<file path="config.mk">
export PLATFORM = sky130hd
export DESIGN_NAME = uart_rx_lsi
export DESIGN_NICKNAME = d
export VERILOG_FILES = /design/src/rtl/uart_rx_lsi.sv
export SDC_FILE = /design/constraint.sdc
export NUM_CORES = 1
export LEC_CHECK = 0
export ABC_AREA = 0
export BUFFER_PORTS_ARGS = -buffer_cell sky130_fd_sc_hd__buf_4
export CAP_MARGIN = 20
export CELL_PAD_IN_SITES_DETAIL_PLACEMENT = 1
export CELL_PAD_IN_SITES_GLOBAL_PLACEMENT = 1
export CORE_MARGIN = 2
export CORE_UTILIZATION = 50
export CTS_CLUSTER_SIZE = 28
export DETAILED_ROUTE_END_ITERATION = 8
export PLACE_DENSITY = 0.83
export SLEW_MARGIN = 20
export SYNTH_ARGS = -nofsm -noshare
export SYNTH_HDL_FRONTEND = slang
export SYNTH_SLANG_ARGS = --single-unit
</file>
<file path="constraint.sdc">
create_clock -name clk -period 7.1 [get_ports clk]
set_input_delay 0.355 -clock clk [delete_from_list [all_inputs] [get_ports clk]]
set_output_delay 0.355 -clock clk [all_outputs]
set_load 0.05 [all_outputs]
</file>
<file path="src/rtl/uart_rx_lsi.sv">
module uart_rx_lsi #(
  parameter int DEPTH    = 16,
  parameter int OSR      = 16,
  parameter int TO_CHARS = 4
) (
  input  logic       clk,
  input  logic       rst_n,
  input  logic       tick16,
  input  logic       rxd,
  input  logic [1:0] word_sel,
  input  logic       par_en,
  input  logic [1:0] par_kind,
  input  logic       two_stop,
  input  logic [1:0] trig_sel,
  input  logic       rd_data,
  input  logic       rd_lsr,
  output logic [7:0] dout,
  output logic       ls_dr,
  output logic       ls_oe,
  output logic       ls_pe,
  output logic       ls_fe,
  output logic       ls_bi,
  output logic [2:0] int_id
);
  localparam int AW   = $clog2(DEPTH);
  localparam int CNTW = AW + 1;
  localparam int CW   = $clog2(OSR);
  localparam int TOW  = $clog2(12 * OSR * TO_CHARS + 1);
  localparam logic [CW-1:0]   MIDV  = CW'(OSR / 2);
  localparam logic [CNTW-1:0] FULLV = CNTW'(DEPTH);

  typedef enum logic [2:0] {S_IDLE, S_START, S_DATA, S_PAR, S_STOP1, S_STOP2, S_BRK} st_t;

  st_t st;
  logic [1:0] sync, samp;
  logic [CW-1:0] cnt;
  logic [2:0] bidx;
  logic [7:0] shreg;
  logic pbad, fbad1, allz;

  wire rx_s  = sync[1];
  wire vote  = (samp[0] & samp[1]) | (samp[0] & rx_s) | (samp[1] & rx_s);
  wire mid   = tick16 && (cnt == MIDV);
  wire [2:0] last = {1'b0, word_sel} + 3'd4;

  logic par_exp;
  always_comb
    unique case (par_kind)
      2'd0: par_exp = ~^shreg;
      2'd1: par_exp = ^shreg;
      2'd2: par_exp = 1'b1;
      default: par_exp = 1'b0;
    endcase

  wire push_now = mid && ((st == S_STOP1 && !two_stop) || st == S_STOP2);
  wire fe_now   = ((st == S_STOP2) & fbad1) | ~vote;
  wire bi_now   = allz & ~vote;

  always_ff @(posedge clk or negedge rst_n)
    if (!rst_n) begin
      sync <= 2'b11; samp <= 2'b11; st <= S_IDLE; cnt <= '0;
      bidx <= '0; shreg <= '0; pbad <= 1'b0; fbad1 <= 1'b0; allz <= 1'b0;
    end else begin
      sync <= {sync[0], rxd};
      if (tick16) begin
        samp <= {samp[0], rx_s};
        if (st != S_IDLE && st != S_BRK) cnt <= cnt + 1'b1;
        unique case (st)
          S_IDLE: if (!rx_s) begin st <= S_START; cnt <= CW'(1); end
          S_START: if (mid) begin
            if (vote) st <= S_IDLE;
            else begin
              st <= S_DATA; bidx <= '0; shreg <= '0;
              pbad <= 1'b0; fbad1 <= 1'b0; allz <= 1'b1;
            end
          end
          S_DATA: if (mid) begin
            shreg[bidx] <= vote;
            allz <= allz & ~vote;
            bidx <= bidx + 1'b1;
            if (bidx == last) st <= par_en ? S_PAR : S_STOP1;
          end
          S_PAR: if (mid) begin
            pbad <= vote ^ par_exp;
            allz <= allz & ~vote;
            st <= S_STOP1;
          end
          S_STOP1: if (mid) begin
            fbad1 <= ~vote;
            allz <= allz & ~vote;
            st <= two_stop ? S_STOP2 : (bi_now ? S_BRK : S_IDLE);
          end
          S_STOP2: if (mid) st <= bi_now ? S_BRK : S_IDLE;
          S_BRK: if (rx_s) st <= S_IDLE;
          default: st <= S_IDLE;
        endcase
      end
    end

  logic [10:0] mem [DEPTH];
  logic [AW-1:0] wp, rp;
  logic [CNTW-1:0] count;
  logic mask;
  logic [TOW-1:0] tcnt;

  wire full = (count == FULLV);
  wire push = push_now && !full;
  wire pop  = rd_data && (count != '0);

  always_ff @(posedge clk)
    if (push) mem[wp] <= {bi_now, fe_now, pbad, shreg};

  always_ff @(posedge clk or negedge rst_n)
    if (!rst_n) begin
      wp <= '0; rp <= '0; count <= '0; ls_oe <= 1'b0; mask <= 1'b0; tcnt <= '0;
    end else begin
      if (push) wp <= wp + 1'b1;
      if (pop)  rp <= rp + 1'b1;
      count <= count + CNTW'(push) - CNTW'(pop);
      if (push_now && full) ls_oe <= 1'b1;
      else if (rd_lsr)      ls_oe <= 1'b0;
      if (pop || count == '0) mask <= 1'b0;
      else if (rd_lsr)        mask <= 1'b1;
      if (push || pop || count == '0) tcnt <= '0;
      else if (tick16 && tcnt < to_lim) tcnt <= tcnt + 1'b1;
    end

  wire [3:0] fbits = 4'd7 + {2'b00, word_sel} + {3'b000, par_en} + {3'b000, two_stop};
  wire [TOW-1:0] to_lim = TOW'(fbits) * TOW'(OSR * TO_CHARS);

  logic [CNTW-1:0] trig_lvl;
  always_comb
    unique case (trig_sel)
      2'd0: trig_lvl = CNTW'(1);
      2'd1: trig_lvl = CNTW'(4);
      2'd2: trig_lvl = CNTW'(8);
      default: trig_lvl = CNTW'(14);
    endcase

  wire [10:0] head = mem[rp];
  assign ls_dr = (count != '0);
  assign dout  = ls_dr ? head[7:0] : 8'h00;
  assign ls_pe = ls_dr & ~mask & head[8];
  assign ls_fe = ls_dr & ~mask & head[9];
  assign ls_bi = ls_dr & ~mask & head[10];

  wire ls_any = ls_oe | ls_pe | ls_fe | ls_bi;
  wire to_hit = ls_dr && (tcnt >= to_lim);

  always_comb
    if (ls_any)                        int_id = 3'b011;
    else if (ls_dr && count >= trig_lvl) int_id = 3'b010;
    else if (to_hit)                   int_id = 3'b110;
    else                               int_id = 3'b001;

  assert_overrun_keeps_R8: assert property (@(posedge clk) disable iff (!rst_n)
    (push_now && full && !rd_data) |=> (count == FULLV && ls_oe));
  assert_empty_pop_R7: assert property (@(posedge clk) disable iff (!rst_n)
    (rd_data && count == '0 && !push_now) |=> (count == '0));
  assert_break_holds_R6: assert property (@(posedge clk) disable iff (!rst_n)
    (st == S_BRK && !rx_s) |=> (st == S_BRK));
  assert_ls_wins_R10: assert property (@(posedge clk) disable iff (!rst_n)
    ls_oe |-> (int_id == 3'b011));
  assert_timeout_nonempty_R12: assert property (@(posedge clk) disable iff (!rst_n)
    (int_id == 3'b110) |-> ls_dr);
endmodule

</file>
==> results.cfg <==
[clock_network]
cts_buffer_depth = 3
root_buffer = clkbuf_16
clk_pin_slew_ns = 0.06
clock-sinks = 226
postCtsResizedCells = 0
cts_tree = yes
h-tree-depth = 1
cts_buffers = 23
clk_latency_ns = 0.52

[synthesis]
async_flop_share_pct = 22.1
syn_area_sq_um = 10200
synth_edf_count = 176
ys.flop_type = edfxtp_1
syn_inst = 640
synth_seq_cells = 226
ys_seq_area_share_pct = 64.4
syn_nets = 684
yosys.cell_types.count = 66
synth.avg_cell_area_sq_um = 15.9
synth_warnings = 0

[power_and_ir_drop]
p_sw_share_pct = 34.1
p_switching_uw = 1370
pwr-share-seq_pct = 41.6
ir_worst_vdd_mv = 0.203
p_leak_uw = 0.00390
combPwrFrac_pct = 30.6
p_int_uw = 2640
power_density_nw_per_um2 = 351
power.share.clock_pct = 27.8

[placement]
place_congestion = 0.804
numPortBuffers = 29
dp_hpwl_microns = 15300
place_inst = 918

[worst_setup_path]
worst_ep_arrival_time_ns = 3.50
endpoint_kind = output port
critPathLaunchType = register
crit_path_max_fanout = 32
crit_required_ns = 6.74
worstSetupPathType = reg -> out

[floorplan]
die_h_microns = 147
core_sq_um = 20100
io_pins = 30
rows = 52
die_area_sq_um = 21500
initial_core_util_pct = 50.5
die_w_microns = 147

[sta]
post-route-period-util_pct = 54.3
slew_viol_final = 0
tightestPinTransition_ns = 1.11
fin_skew_ns = 0.0148
hold_viol_final = 0
clock.fmax_mhz = 259
tns_ns = 0
rsz0062_at_grt = false
setup_violations = 0
slew-limit-headroom_pct = 25.4
period_minus_slack_ns = 3.85

[route]
drt_wl_total_microns = 23000
drc = 0
vias = 5726
wl_per_cell_microns = 23.8
drtAntennaViolNets = 0
via_per_inst = 5.94
drt-initial-drc-count = 380
drt-pass1-iter-count = 4

[global_route]
grt_max_degree = 51
overflow = 0
globalRouteTotalUtil_pct = 22.0
grt_first_pass_wirelength_microns = 36400
grt_pass1_vias = 6366
antenna_found_initial = 0

[finish]
syn_to_final_growth_pct = 12.2
drive_gt1_share_pct = 18.7
fin_cells = 964
antenna_cells = 0
nNetsFinal = 721
fill_cells = 1867

[run_status]
status = completed

[worst_hold_path]
hold_class = in -> reg

[run]
maxCapViolations = 0
worst max-delay path: stages (launching register included):
cell       delay [ns]
dfrtp_2          0.77
buf_4            0.60
nor2b_1          0.10
a2111oi_0        0.59
o31ai_1          0.16
a31oi_1          0.30
and4_1           0.24
buf_4            0.20
cells in the final DEF (no fill, tap or decap), types with 14 or more instances in the layout:
| cell | synthesis | layout |
|---|---|---|
| buf_4 | 0 | 38 |
| mux4_2 | 30 | 30 |
| xnor2_1 | 21 | 21 |
| inv_1 | 31 | 31 |
| mux4_1 | 16 | 16 |
| nor2_1 | 27 | 25 |
| nand2_1 | 29 | 29 |
| edfxtp_1 | 176 | 176 |
| o21ai_0 | 19 | 19 |
| clkbuf_16 | 0 | 23 |
| dfrtp_1 | 46 | 44 |
| and2_1 | 18 | 18 |
| a21oi_1 | 14 | 14 |
| ha_1 | 28 | 28 |
per-layer routing:
layer	wire length, microns	up-vias	track usage [%]
met5	0	-	0
met3	1290	43	4.19
li1	-	2558	-
met1	9220	2972	28.4
met4	418	0	5.58
met2	12000	153	38.9
cells by family after synthesis:
kind of cell	Yosys count	share of synthesized area, %
XOR/XNOR	27	2.33
AO/OA/AOI/OAI	84	5.59
buffers and inverters	62	3.01
multiplexers	65	12.8
AND/OR/NAND/NOR	145	7.93
flip-flops	226	64.4
adder cells (fa/ha/maj)	31	3.96
Yosys cell counts (7+ instances only):
master	n	share of area, %
mux4_1	16	4.1
nand3_1	8	0.39
nand4_1	7	0.43
edfxtp_1	176	52
dfrtp_1	46	11
a21oi_1	14	0.69
nor2b_1	8	0.49
ha_1	28	3.5
clkbuf_1	17	0.63
or3_1	7	0.43
and2_1	18	1.1
mux2i_1	11	1.1
nor3_1	11	0.54
nor2_1	27	1.0
xnor2_1	21	1.8
o31ai_1	8	0.59
mux2_2	8	0.89
o21ai_0	19	0.94
mux4_2	30	6.7
inv_1	31	1.1
nand2_1	29	1.1
o211ai_1	7	0.52
path summary, 6_finish.rpt:
check | slack, ns | end | cells past startpoint | from
min in group asynchronous | 0.40 | tcnt[1] | 2 | rst_n
hold reg to reg | 0.36 | sync[1] | 0 | sync[0]
setup reg to reg | 3.46 | count[4] | 13 | count[2]
max in group asynchronous | 6.21 | rp[2] | 2 | rst_n
setup / recovery | 3.25 | int_id[2] | 7 | rp[0]
hold / removal | 0.13 | mask | 3 | rd_lsr
area by class of cell:
cell class	count	area, sq um	area share [%]
Sequential cell	226	6540	57.4
Multi-Input combinational cell	352	3380	29.6
Tap cell	270	338	2.97
Timing Repair Buffer	42	327	2.87
Clock inverter	9	63.8	0.560
Clock buffer	33	623	5.47
Inverter	32	120	1.05
timing repair:
| action | CTS | global route |
|---|---|---|
| hold buffers | 3 | 0 |
| endpoints found under the setup margin | 0 | 0 |
| hold endpoints to repair | 48 | 0 |
| buffers inserted | 0 | 0 |
sequential cells by signal (all words and copies together), names as in the netlist, 3 cells and up:
| register | flops |
|---|---|
| bidx | 3 |
| st | 3 |
| tcnt | 10 |
| cnt | 4 |
| shreg | 8 |
| rp | 4 |
| count | 5 |
| mem | 176 |
| wp | 4 |
power groups by stage:
stage | combinational (uW) | sequential (uW) | clock, uW
final | 1220 | 1670 | 1110
after global routing | 1310 | 1680 | 1180
after CTS | 1230 | 1670 | 1130
after detailed placement | 1220 | 1690 | 0
after global placement | 1150 | 1680 | 0
after floorplan | 1050 | 1560 | 0
through the flow:
stage / setup WS (ns) / hold WS [ns] / power [uW] / area, sq um / util [%]
after floorplan: 3.70 / 0.0594 / 2610 / 10200 / -
after global placement: 3.44 / 0.351 / 2840 / 10600 / 53.0
after detailed placement: 3.28 / 0.352 / 2910 / 10700 / 53.0
after CTS: 3.19 / 0.121 / 4030 / 11400 / 56.6
after global routing: 2.93 / 0.161 / 4170 / 11400 / 56.7
final: 3.25 / 0.127 / 4000 / 11400 / 56.7
Power figures use the tool's default switching activity.
